===== src/rtl/mtc_pkg.sv =====
package mtc_pkg;
   typedef enum logic [1:0] {
      OPC_STOP  = 2'b00,
      OPC_FREE  = 2'b01,
      OPC_EDGE  = 2'b10,
      OPC_MATCH = 2'b11
   } op_class_e;

   localparam int MODE_W    = 3;
   localparam int MODE_LSB  = 1;
   localparam int OVF_BIT   = 0;
   localparam int ADDR_CTRL = 0;
   localparam int ADDR_CMP0 = 1;

   function automatic op_class_e op_class(input logic [MODE_W-1:0] m);
      return op_class_e'(m[MODE_W-1:1]);
   endfunction
endpackage


===== src/rtl/mtc_regs.sv =====
module mtc_regs
   import mtc_pkg::*;
#(
   parameter int CNT_W   = 16,
   parameter int ADDR_W  = 2,
   parameter int NUM_CMP = 2
) (
   input  logic                            clk,
   input  logic                            rst_n,
   input  logic                            wr_en,
   input  logic [ADDR_W-1:0]               wr_addr,
   input  logic [CNT_W-1:0]                wr_data,
   output logic [MODE_W-1:0]               mode_q,
   output logic [NUM_CMP-1:0][CNT_W-1:0]   cmp_q,
   output logic                            ovf_wr,
   output logic                            ovf_wdata
);
   localparam int MODE_MSB = MODE_LSB + MODE_W - 1;

   logic                ctrl_sel;
   logic [MODE_W-1:0]   mode_new;
   logic                mode_accept;

   assign ctrl_sel  = wr_en && (wr_addr == ADDR_W'(ADDR_CTRL));
   assign mode_new  = wr_data[MODE_MSB:MODE_LSB];
   assign ovf_wr    = ctrl_sel;
   assign ovf_wdata = wr_data[OVF_BIT];

   always_comb begin
      mode_accept = 1'b0;
      if (ctrl_sel) begin
         if (op_class(mode_new) == OPC_STOP || op_class(mode_q) == OPC_STOP)
            mode_accept = 1'b1;
      end
   end

   always_ff @(posedge clk or negedge rst_n) begin
      if (!rst_n)           mode_q <= '0;
      else if (mode_accept) mode_q <= mode_new;
   end

   for (genvar gi = 0; gi < NUM_CMP; gi++) begin : g_cmp
      logic hit;
      assign hit = wr_en && (wr_addr == ADDR_W'(ADDR_CMP0 + gi));
      always_ff @(posedge clk or negedge rst_n) begin
         if (!rst_n)   cmp_q[gi] <= '0;
         else if (hit) cmp_q[gi] <= wr_data;
      end
   end
endmodule


===== src/rtl/mtc_events.sv =====
module mtc_events
   import mtc_pkg::*;
#(
   parameter int CNT_W   = 16,
   parameter int NUM_CMP = 2
) (
   input  logic [MODE_W-1:0]               mode_q,
   input  logic [CNT_W-1:0]                count_q,
   input  logic [NUM_CMP-1:0][CNT_W-1:0]   cmp_q,
   input  logic                            cnt_tick,
   input  logic                            ext_strobe,
   output logic                            running,
   output logic                            clear_req,
   output logic                            match_any,
   output logic                            toggle_req,
   output logic                            wrap_hit
);
   localparam logic [CNT_W-1:0] ALL_ONES = '1;

   op_class_e          cls;
   logic [NUM_CMP-1:0] match_vec;
   logic               strobe_toggles;

   assign cls     = op_class(mode_q);
   assign running = (cls != OPC_STOP);

   for (genvar gi = 0; gi < NUM_CMP; gi++) begin : g_cmpare
      assign match_vec[gi] = running && cnt_tick && (count_q == cmp_q[gi]);
   end

   assign match_any      = |match_vec;
   assign strobe_toggles = mode_q[0] && ext_strobe;

   always_comb begin
      clear_req = 1'b0;
      unique case (cls)
         OPC_EDGE:  clear_req = ext_strobe;
         OPC_MATCH: clear_req = match_vec[0];
         default:   clear_req = 1'b0;
      endcase
   end

   assign toggle_req = running && (match_any || strobe_toggles);
   assign wrap_hit   = running && cnt_tick && (count_q == ALL_ONES);
endmodule


===== src/rtl/mtc_counter.sv =====
module mtc_counter #(
   parameter int CNT_W = 16
) (
   input  logic              clk,
   input  logic              rst_n,
   input  logic              running,
   input  logic              clear_req,
   input  logic              cnt_tick,
   output logic [CNT_W-1:0]  count_q
);
   logic [CNT_W-1:0] count_d;

   always_comb begin
      if (!running || clear_req) count_d = '0;
      else if (cnt_tick)         count_d = count_q + CNT_W'(1);
      else                       count_d = count_q;
   end

   always_ff @(posedge clk or negedge rst_n) begin
      if (!rst_n) count_q <= '0;
      else        count_q <= count_d;
   end
endmodule


===== src/rtl/mtc_flags.sv =====
module mtc_flags (
   input  logic clk,
   input  logic rst_n,
   input  logic match_any,
   input  logic toggle_req,
   input  logic wrap_hit,
   input  logic ovf_wr,
   input  logic ovf_wdata,
   output logic irq_q,
   output logic tout_q,
   output logic ovf_q
);
   logic ovf_d;

   always_comb begin
      if (wrap_hit)    ovf_d = 1'b1;
      else if (ovf_wr) ovf_d = ovf_wdata;
      else             ovf_d = ovf_q;
   end

   always_ff @(posedge clk or negedge rst_n) begin
      if (!rst_n) begin
         irq_q  <= 1'b0;
         tout_q <= 1'b0;
         ovf_q  <= 1'b0;
      end else begin
         irq_q  <= match_any;
         tout_q <= tout_q ^ toggle_req;
         ovf_q  <= ovf_d;
      end
   end
endmodule


===== src/rtl/mode_timer16.sv =====
module mode_timer16
   import mtc_pkg::*;
#(
   parameter int CNT_W   = 16,
   parameter int ADDR_W  = 2,
   parameter int NUM_CMP = 2
) (
   input  logic              clk,
   input  logic              rst_n,
   input  logic              cnt_tick,
   input  logic              ext_strobe,
   input  logic              wr_en,
   input  logic [ADDR_W-1:0] wr_addr,
   input  logic [CNT_W-1:0]  wr_data,
   output logic [CNT_W-1:0]  count_o,
   output logic [MODE_W-1:0] mode_o,
   output logic              irq_o,
   output logic              tout_o,
   output logic              ovf_o
);
   localparam int NUM_REGS = NUM_CMP + 1;

   if (CNT_W < MODE_W + 1) begin : g_bad_width
      $error("CNT_W too narrow for the control field");
   end
   if (NUM_CMP < 1) begin : g_bad_cmp
      $error("NUM_CMP must be at least 1");
   end
   if (NUM_REGS > (1 << ADDR_W)) begin : g_bad_addr
      $error("ADDR_W cannot reach every register");
   end

   logic [MODE_W-1:0]             mode_q;
   logic [NUM_CMP-1:0][CNT_W-1:0] cmp_q;
   logic [CNT_W-1:0]              count_q;
   logic ovf_wr, ovf_wdata;
   logic running, clear_req, match_any, toggle_req, wrap_hit;

   mtc_regs #(.CNT_W(CNT_W), .ADDR_W(ADDR_W), .NUM_CMP(NUM_CMP)) regs_i (
      .clk(clk), .rst_n(rst_n), .wr_en(wr_en), .wr_addr(wr_addr),
      .wr_data(wr_data), .mode_q(mode_q), .cmp_q(cmp_q),
      .ovf_wr(ovf_wr), .ovf_wdata(ovf_wdata)
   );

   mtc_events #(.CNT_W(CNT_W), .NUM_CMP(NUM_CMP)) events_i (
      .mode_q(mode_q), .count_q(count_q), .cmp_q(cmp_q),
      .cnt_tick(cnt_tick), .ext_strobe(ext_strobe),
      .running(running), .clear_req(clear_req), .match_any(match_any),
      .toggle_req(toggle_req), .wrap_hit(wrap_hit)
   );

   mtc_counter #(.CNT_W(CNT_W)) counter_i (
      .clk(clk), .rst_n(rst_n), .running(running), .clear_req(clear_req),
      .cnt_tick(cnt_tick), .count_q(count_q)
   );

   mtc_flags flags_i (
      .clk(clk), .rst_n(rst_n), .match_any(match_any),
      .toggle_req(toggle_req), .wrap_hit(wrap_hit), .ovf_wr(ovf_wr),
      .ovf_wdata(ovf_wdata), .irq_q(irq_o), .tout_q(tout_o), .ovf_q(ovf_o)
   );

   assign count_o = count_q;
   assign mode_o  = mode_q;
endmodule


===== config.mk =====
export PLATFORM = sky130hd
export DESIGN_NAME = mode_timer16
export DESIGN_NICKNAME = d
export VERILOG_FILES = /design/src/rtl/mtc_pkg.sv /design/src/rtl/mtc_regs.sv /design/src/rtl/mtc_events.sv /design/src/rtl/mtc_counter.sv /design/src/rtl/mtc_flags.sv /design/src/rtl/mode_timer16.sv
export SDC_FILE = /design/constraint.sdc
export NUM_CORES = 1
export LEC_CHECK = 0
export CORE_MARGIN = 3
export CORE_UTILIZATION = 48
export DETAILED_ROUTE_END_ITERATION = 8
export GPL_ROUTABILITY_DRIVEN = 0
export MAX_ROUTING_LAYER = met4
export PLACE_DENSITY_LB_ADDON = 0.08
export REMOVE_ABC_BUFFERS = 1
export SLEW_MARGIN = 5
export SYNTH_ARGS = -nofsm -noshare
export SYNTH_HDL_FRONTEND = slang
export SYNTH_SLANG_ARGS = --single-unit

===== constraint.sdc =====
create_clock -name clk -period 1.9 [get_ports clk]
set_clock_uncertainty 0.1 [all_clocks]
set_input_delay 0.19 -clock clk [delete_from_list [all_inputs] [get_ports clk]]
set_output_delay 0.19 -clock clk [all_outputs]
set_load 0.005 [all_outputs]

# == Yosys cells after proc, flatten, opt, wreduce, memory -nomap -nowiden ==
# Index checks and enable logic that the tools add are counted.
# op_classes
muxes,7
bitwise_logic,1
eq_ne,7
n_reduce_logical,20
add_sub_neg,1
# ops
op,n
$eq A16 B16 Y1,2
$mux W16,2
$add A16 B1 Y16 const B,1
$eq A16 B16 Y1 const B,1
$logic_and A1 B1 Y1,9
$eq A2 B2 Y1 const B,3
$logic_not A2 Y1,3
$reduce_bool A2 Y1,3
$mux W1,4
$logic_or A1 B1 Y1,3
$eq A2 B1 Y1 const B,1
$pmux W1 S2,1
$reduce_or A2 Y1,1
$logic_not A1 Y1,1
$xor A1 B1 Y1,1
# word_totals
register_bits,54

# == Longest topological paths before layout ==
# Gate-level depths: netlist (run 1).
# logic_depth
ltp_word,7
depth_mapped,7

# == Hierarchy ==
# Synthesis (run 1) repeated with hierarchy kept, for this count alone.
# unflattened
hier_cells,227
area_unflattened_um2,2787.7
# by_module_without_submodules
mod,area_each_um2,cells_each,n_inst
mtc_regs,1382.6,78,1
mtc_counter,870.8,83,1
mtc_events,435.4,60,1
mtc_flags,98.8,6,1

# == Worst setup path before layout (run 1) ==
# No wires, ideal clock.
# synth_path
path_kind,register -> register
startpoint,reg counter_i.count_q[4]
endpoint,reg counter_i.count_q[10]
path_slack_ns,0.003
setup_time_ns,0.137
required_time_ns,1.663
path_stages_with_launch,8
arrival_ns,1.660
cell_sequence,dfrtp_1 > buf_6 > xor2_1 > nor4_1 > nand3_1 > o31ai_4 > buf_6 > a21oi_1
# synth_between
elab_chain_cells,5
# synth_rtl
item,line_no,rtl
"start, declared",mtc_counter.sv:9,output logic [CNT_W-1:0] count_q
"start signal, assigned",mtc_counter.sv:21,else count_q <= count_d;
"parallel branches: the longest is 5 deep, another holds $add A16 B1 Y16",--,
# Parallel ways; which one is timed is not known. The select of a mux whose other input is x is not followed.
# A chain may end at the register's enable or synchronous reset.

# == Worst setup path in the final report (run 1) ==
# layout_path
startpoint,reg counter_i.count_q[7]
endpoint,reg flags_i.tout_q
# layout_between
elab_chain_cells,6
# layout_rtl
item,line_no,rtl
$eq A16 B16 Y1,mtc_events.sv:28,assign match_vec[gi] = running && cnt_tick && (count_q == cmp_q[gi]);
$logic_and A1 B1 Y1,mtc_events.sv:28,
$reduce_or A2 Y1 (*),mtc_events.sv:31,assign match_any = |match_vec;
$logic_or A1 B1 Y1 (*),mtc_events.sv:43,assign toggle_req = running && (match_any || strobe_toggles);
$logic_and A1 B1 Y1 (*),mtc_events.sv:43,
$xor A1 B1 Y1 (*),mtc_flags.sv:28,tout_q <= tout_q ^ toggle_req;
"end signal, assigned",mtc_flags.sv:28,
"end, declared",mtc_flags.sv:10,"output logic tout_q,"
# Mark *: on every way between the ends. The rest lies on a longest branch, timed or not.

==> reports/results.txt, run 1 <==
Outcome: finished, final reports clean
Peak supply drop: 0.417 mV
CTS Buf Count: 5
Placed Area: 3470 um^2
Critical path's slowest cell: or4_4
F_max: 526 MHz
Worst setup SP type: flip-flop
CTS root buffer: clkbuf_8
Initial antenna violation count: 0
Die W: 81.9 um
Post-synthesis sequential area ratio: 48.8%
DRT Pass-1 Iters: 4
Post-synthesis cell count: 246
Crit end category: flip-flop
Synth Flop Type: dfrtp_1
DIE AREA: 6710 um^2
CP max FO: 4
Ys async rst share: 100%
Antenna diodes: 0
Iteration-0 DRC Markers: 105
# DRC: 0
Final setup vio count: 0
Vias per cell: 5.56
Final nets: 340
Area grow syn2layout: 32.6%
DP HPWL: 4.93 mm
Final Critical Period: 1900 ps
Routed length per instance: 17.1 um
Overflow after GRT: 0
Crit Path Class: flip-flop to flip-flop
Vias in the first global route: 2057
Crit path cell chain: xor2_2 > or4_4 > nor3b_2 > buf_4 > a221o_1 > nand3_1
Final Util: 66.2%
Endpoints failing hold: 0
Setup ws final: 0.511 ps
Port Buffers: 44
Total number of vias: 2162
Final Cycle Share: 100%
CTS tree: yes
CP Buf/Inv Count: 1
Syn Area/Cell: 11.2 um^2
CTS H-Tree Depth: 2
Num rows: 27
Initial Util: 49.9%
Synthesized area: 2770 um^2
GRT Overall Usage: 21.5%
Clock transition at path regs: 90 ps
Number of synthesized flops with an enable pin: 0
Filler instances: 474
Share of layout cells above drive strength 1: 27.8%
Clock sinks: 54
Die height: 81.9 um
Pwr dens: 917 nW/um^2
Dpl ws: -64.7 ps
Worst slew margin: 61.6%
Worst hold path class: input pin to asynchronous set/reset pin
Most frequent cells in the layout: 51 x dfrtp_1, 43 x clkdlybuf4s50_1, 33 x xor2_1, 33 x mux2_2, 26 x buf_4
YS warnings: 0
Worst-margin pin slew: 576 ps
Final wirelength: 6.64 mm
Post-route ant nets: 0
Worst hold slack: 276 ps
RSZ-0062 raised after global routing: yes
Top Ports: 45
Design area: 3670 um^2
Number of synthesized register bits: 54
Max Slew Vio Count: 0
WP data arrival: 1990 ps
Worst-Skew Late Latency: 310 ps
Delay-heaviest family, CP: simple AND/OR/NAND/NOR gates
Largest net degree at the start of global routing: 34
Netlist cell types: 32
Clock tree buffer depth: 2
Data required, critical path: 1990 ps
Commonest non-fill, non-tap cell in the layout: dfrtp_1
First-pass GRT wire length: 10.4 mm
Core Footprint: 5540 um^2
CP max stage delay: 510 ps
Leakage power: 1.59 nW
Max cap viols: 0
## state kept, by name, indices dropped and copies added, names as in the netlist
| name | cells |
|---|---|
| regs_i.mode_q | 3 |
| flags_i.ovf_q | 1 |
| flags_i.tout_q | 1 |
| counter_i.count_q | 16 |
| regs_i.cmp_q | 32 |
| flags_i.irq_q | 1 |
## logic make-up after synthesis
family	after synthesis	synth area share [%]
flip-flops	54	48.8
buffers and inverters	16	3.12
multiplexers	35	14.2
adder cells (fa/ha/maj)	1	0.452
AO/OA/AOI/OAI	27	5.88
XOR/XNOR	47	14.9
AND/OR/NAND/NOR	66	12.7
## through the flow
| stage | std cells | setup TNS (ps) | total power [mW] |
|---|---|---|---|
| CTS | 387 | -6.54 | 3.28 |
| finish | 389 | 0 | 3.36 |
| global route | 389 | -1000 | 3.55 |
| detailed placement | 377 | -806 | 2.62 |
| floorplan | 232 | 0 | 2.07 |
| global placement | 377 | -510 | 2.58 |
## power by group
| part | leakage [nW] | switching [mW] | internal [mW] |
|---|---|---|---|
| clock network | 0.0482 | 0.359 | 0.295 |
| logic | 0.879 | 0.544 | 0.638 |
| registers | 0.661 | 0.174 | 1.35 |
## routing by layer
metal | GRT usage (%) | wire [um]
met1 | 28.3 | 2830
met4 | 6.98 | 87
met2 | 34.3 | 3260
met3 | 3.29 | 456
met5 | - | 0
## Yosys cell counts, types with 4 or more instances
library cell | count | area [um^2]
nand3_1 | 10 | 50.1
xor2_1 | 36 | 315
nor3_1 | 6 | 30.0
nor4_1 | 9 | 56.3
nor2_1 | 9 | 33.8
o21ai_0 | 6 | 30.0
dfrtp_1 | 54 | 1350
mux2_2 | 33 | 372
a21oi_1 | 16 | 80.1
nand4_1 | 4 | 25.0
and3_1 | 4 | 25.0
clkbuf_1 | 7 | 26.3
nand2_1 | 14 | 52.6
xnor2_1 | 11 | 96.3
## final cells by class
| type | instances | area (um^2) | area share [%] |
|---|---|---|---|
| well taps | 72 | 90.1 | 2.46 |
| repair buffers | 77 | 734 | 20.0 |
| clock buffers | 7 | 86.3 | 2.35 |
| inverters | 2 | 7.51 | 0.205 |
| multi-input cells | 176 | 1390 | 37.9 |
| clock inverters | 1 | 5.00 | 0.136 |
| flip-flops and latches | 54 | 1360 | 36.9 |
## path summary, 6_finish.rpt
path / startpoint / cells after the start / end / slack [ps]
worst max register to register: counter_i.count_q[7]$_DFFE_PN0P_ / 6 / flags_i.tout_q$_DFF_PN0_ / 0.5
worst min register to register: flags_i.ovf_q$_DFFE_PN0P_ / 2 / flags_i.ovf_q$_DFFE_PN0P_ / 410
worst min-delay path: rst_n / 2 / regs_i.mode_q[0]$_DFFE_PN0P_ / 280
worst max-delay path: counter_i.count_q[7]$_DFFE_PN0P_ / 6 / flags_i.tout_q$_DFF_PN0_ / 0.5
min in group clk: flags_i.ovf_q$_DFFE_PN0P_ / 2 / flags_i.ovf_q$_DFFE_PN0P_ / 410
max in group asynchronous: rst_n / 3 / counter_i.count_q[7]$_DFFE_PN0P_ / 870
## worst reg2reg max path, stage by stage (launching register included)
cell and delay, ps:
dfrtp_2 460, xor2_2 190, or4_4 510, nor3b_2 160, buf_4 130, a221o_1 150, nand3_1 80
## timing repair
| item | CTS | global route |
|---|---|---|
| hold endpoints to repair | 21 | 0 |
| setup endpoints to repair | 17 | 17 |
| cloned | 0 | 0 |
| hold buffers | 1 | 0 |
| pin swaps | 1 | 7 |
| gates resized for setup | 1 | 15 |
| buffers inserted | 1 | 2 |
Power figures use the tool's default switching activity.
==> run 2: changes to the inputs <==
- CORE_MARGIN: 3 -> 10
==> reports/results.txt, run 2 (same netlist as run 1, synthesis figures left out) <==
Pwr dens: 935 nW/um^2 (was 917 nW/um^2)
DRT Pass-1 Iters: 4 (unchanged)
Footprint of the multi-input gates: 1370 um^2 (was 1390 um^2)
RR Endpoint: flags_i.tout_q$_DFF_PN0_ (unchanged)
Clock tree buffer depth: 2 (unchanged)
Seq. cell area: 1350 um^2 (was 1360 um^2)
Antenna diodes: 0 (unchanged)
Leakage power: 1.59 nW (about the same)
Final wirelength: 6.68 mm (was 6.64 mm)
Top Registers: regs_i.cmp_q (32), counter_i.count_q (16), regs_i.mode_q (3) (unchanged)
CP max FO: 3 (was 4)
Die height: 95.9 um (was 81.9 um)
F_max: 535 MHz (was 526 MHz)
Final Critical Period: 1870 ps (was 1900 ps)
R2R Setup Slk: 30 ps (was 0.5 ps)
Final setup TNS: 0 ps (unchanged)
Num rows: 27 (unchanged)
CTS root buffer: clkbuf_8 (unchanged)
Peak supply drop: 0.683 mV (was 0.417 mV)
Largest Register: regs_i.cmp_q (unchanged)
Initial Util: 49.9% (unchanged)
Largest net degree at the start of global routing: 25 (was 34)
Clock sinks: 54 (unchanged)
Top Ports: 45 (unchanged)
DP HPWL: 5.17 mm (was 4.93 mm)
Crit Path Class: flip-flop to flip-flop (unchanged)
Design area: 3650 um^2 (was 3670 um^2)
R2R Path Start: counter_i.count_q[7]$_DFFE_PN0P_ (unchanged)
Overflow after GRT: 0 (unchanged)
GRT Overall Usage: 15.4% (was 21.5%)
DIE AREA: 9200 um^2 (was 6710 um^2)
Area grow syn2layout: 31.8% (was 32.6%)
Critical path destination: flags_i.tout_q$_DFF_PN0_ (unchanged)
Final nets: 340 (unchanged)
Clock transition at path regs: 100 ps (was 90 ps)
Iteration-0 DRC Markers: 80 (was 105)
Max Slew Vio Count: 0 (unchanged)
Most frequent cells in the layout: 53 x dfrtp_1, 43 x clkdlybuf4s50_1, 34 x xor2_1, 33 x mux2_2, 27 x buf_4 (was 51 x dfrtp_1, 43 x clkdlybuf4s50_1, 33 x xor2_1, 33 x mux2_2, 26 x buf_4)
Crit end category: flip-flop (unchanged)
Vias per cell: 5.34 (was 5.56)
Worst hold path class: input pin to asynchronous set/reset pin (unchanged)
Worst slew margin: 61.1% (was 61.6%)
Final Non-Filler Cells: 389 (unchanged)
Vias in the first global route: 2115 (was 2057)
Initial antenna violation count: 0 (unchanged)
Data required, critical path: 1990 ps (about the same)
Share of layout cells above drive strength 1: 26.2% (was 27.8%)
CTS tree: yes (unchanged)
Final Cycle Share: 98.3% (was 100%)
Outcome: finished, final reports clean (unchanged)
# DRC: 0 (unchanged)
WP data arrival: 1960 ps (was 1990 ps)
Commonest non-fill, non-tap cell in the layout: dfrtp_1 (unchanged)
Worst-margin pin slew: 583 ps (was 576 ps)
Filler instances: 474 (unchanged)
Cells after DPL: 377 (unchanged)
First-pass GRT wire length: 10.8 mm (was 10.4 mm)
Routed length per instance: 17.2 um (was 17.1 um)
Final setup vio count: 0 (unchanged)
Port Buffers: 44 (unchanged)
Worst-Skew Late Latency: 310 ps (about the same)
Post-route ant nets: 0 (unchanged)
Setup crit start: counter_i.count_q[7]$_DFFE_PN0P_ (unchanged)
Placed Area: 3460 um^2 (was 3470 um^2)
Total number of vias: 2079 (was 2162)
Total power: 3.41 mW (was 3.36 mW)
CTS H-Tree Depth: 2 (unchanged)
Die W: 95.9 um (was 81.9 um)
Endpoints failing hold: 0 (unchanged)
Worst setup SP type: flip-flop (unchanged)
Largest register FFs: 32 (unchanged)
Max cap viols: 0 (unchanged)
RSZ-0062 raised after global routing: yes (unchanged)
CTS Buf Count: 5 (unchanged)
Worst R2R Path Depth: 6 (unchanged)
Core Footprint: 5540 um^2 (unchanged)
## run 2: layer usage
metal | global-route usage (%) | routed length [um] | vias up
met5 | - | 0 | -
met4 | 4.30 | 89 | 0
met3 | 2.88 | 268 | 7
met2 | 24.0 | 3180 | 49
met1 | 20.2 | 3140 | 1021
li1 | - | - | 1002
## run 2: stage by stage
stage	hold slack, ps	util, %	setup slack (ps)
after detailed placement	39.3	62.4	-70.9
final	227	65.8	32.0
after floorplan	-206	-	4.23
after global routing	256	65.8	-40.3
after CTS	230	64.7	1.94
after global placement	40.4	62.4	-21.0
## run 2: worst max-delay path, cell delays in order, from the launching register on
cell,delay [ps]
dfrtp_1,420
xor2_1,180
or4_1,530
nor3b_2,190
buf_4,140
a221o_1,130
nand3_1,70
## run 2: final cells by class
class	instances	share of cell area, %
Tap cell	72	2.47
Inverter	2	0.206
Clock inverter	3	1.10
Clock buffer	5	1.89
Sequential cell	54	37.1
Timing Repair Buffer	77	19.8
Multi-Input combinational cell	176	37.5
## run 2: report_power, final
group / internal, mW / total, mW / switching [mW] / leakage, nW
Sequential: 1.35 / 1.52 / 0.169 / 0.662
Clock: 0.388 / 0.759 / 0.371 / 0.0579
Combinational: 0.619 / 1.13 / 0.512 / 0.871
Total: 2.36 / 3.41 / 1.05 / 1.59
## run 2: worst min path at each step
stage	from	cells past startpoint	end
global placement	rst_n	1	regs_i.mode_q[0]$_DFFE_PN0P_
finish	rst_n	2	regs_i.mode_q[0]$_DFFE_PN0P_
global route	rst_n	2	regs_i.cmp_q[28]$_DFFE_PN0P_
detailed placement	rst_n	1	regs_i.mode_q[0]$_DFFE_PN0P_
floorplan	rst_n	0	counter_i.count_q[0]$_DFFE_PN0P_
CTS	rst_n	2	regs_i.cmp_q[0]$_DFFE_PN0P_
## run 2: timing repair
action                                  4_1_cts  5_1_grt
gates resized for setup                       3        7
buffers inserted                              0        3
hold buffers                                  1        0
pin swaps                                     2        4
endpoints found under the setup margin       16       17
hold endpoints to repair                     16        0
==> run 3: changes to the inputs <==
- CTS_BUF_LIST: unset -> sky130_fd_sc_hd__clkbuf_4 sky130_fd_sc_hd__clkbuf_8 sky130_fd_sc_hd__clkbuf_16
==> results of run 3 <==
Final layout, timing and power as in run 2 (identical DEF).
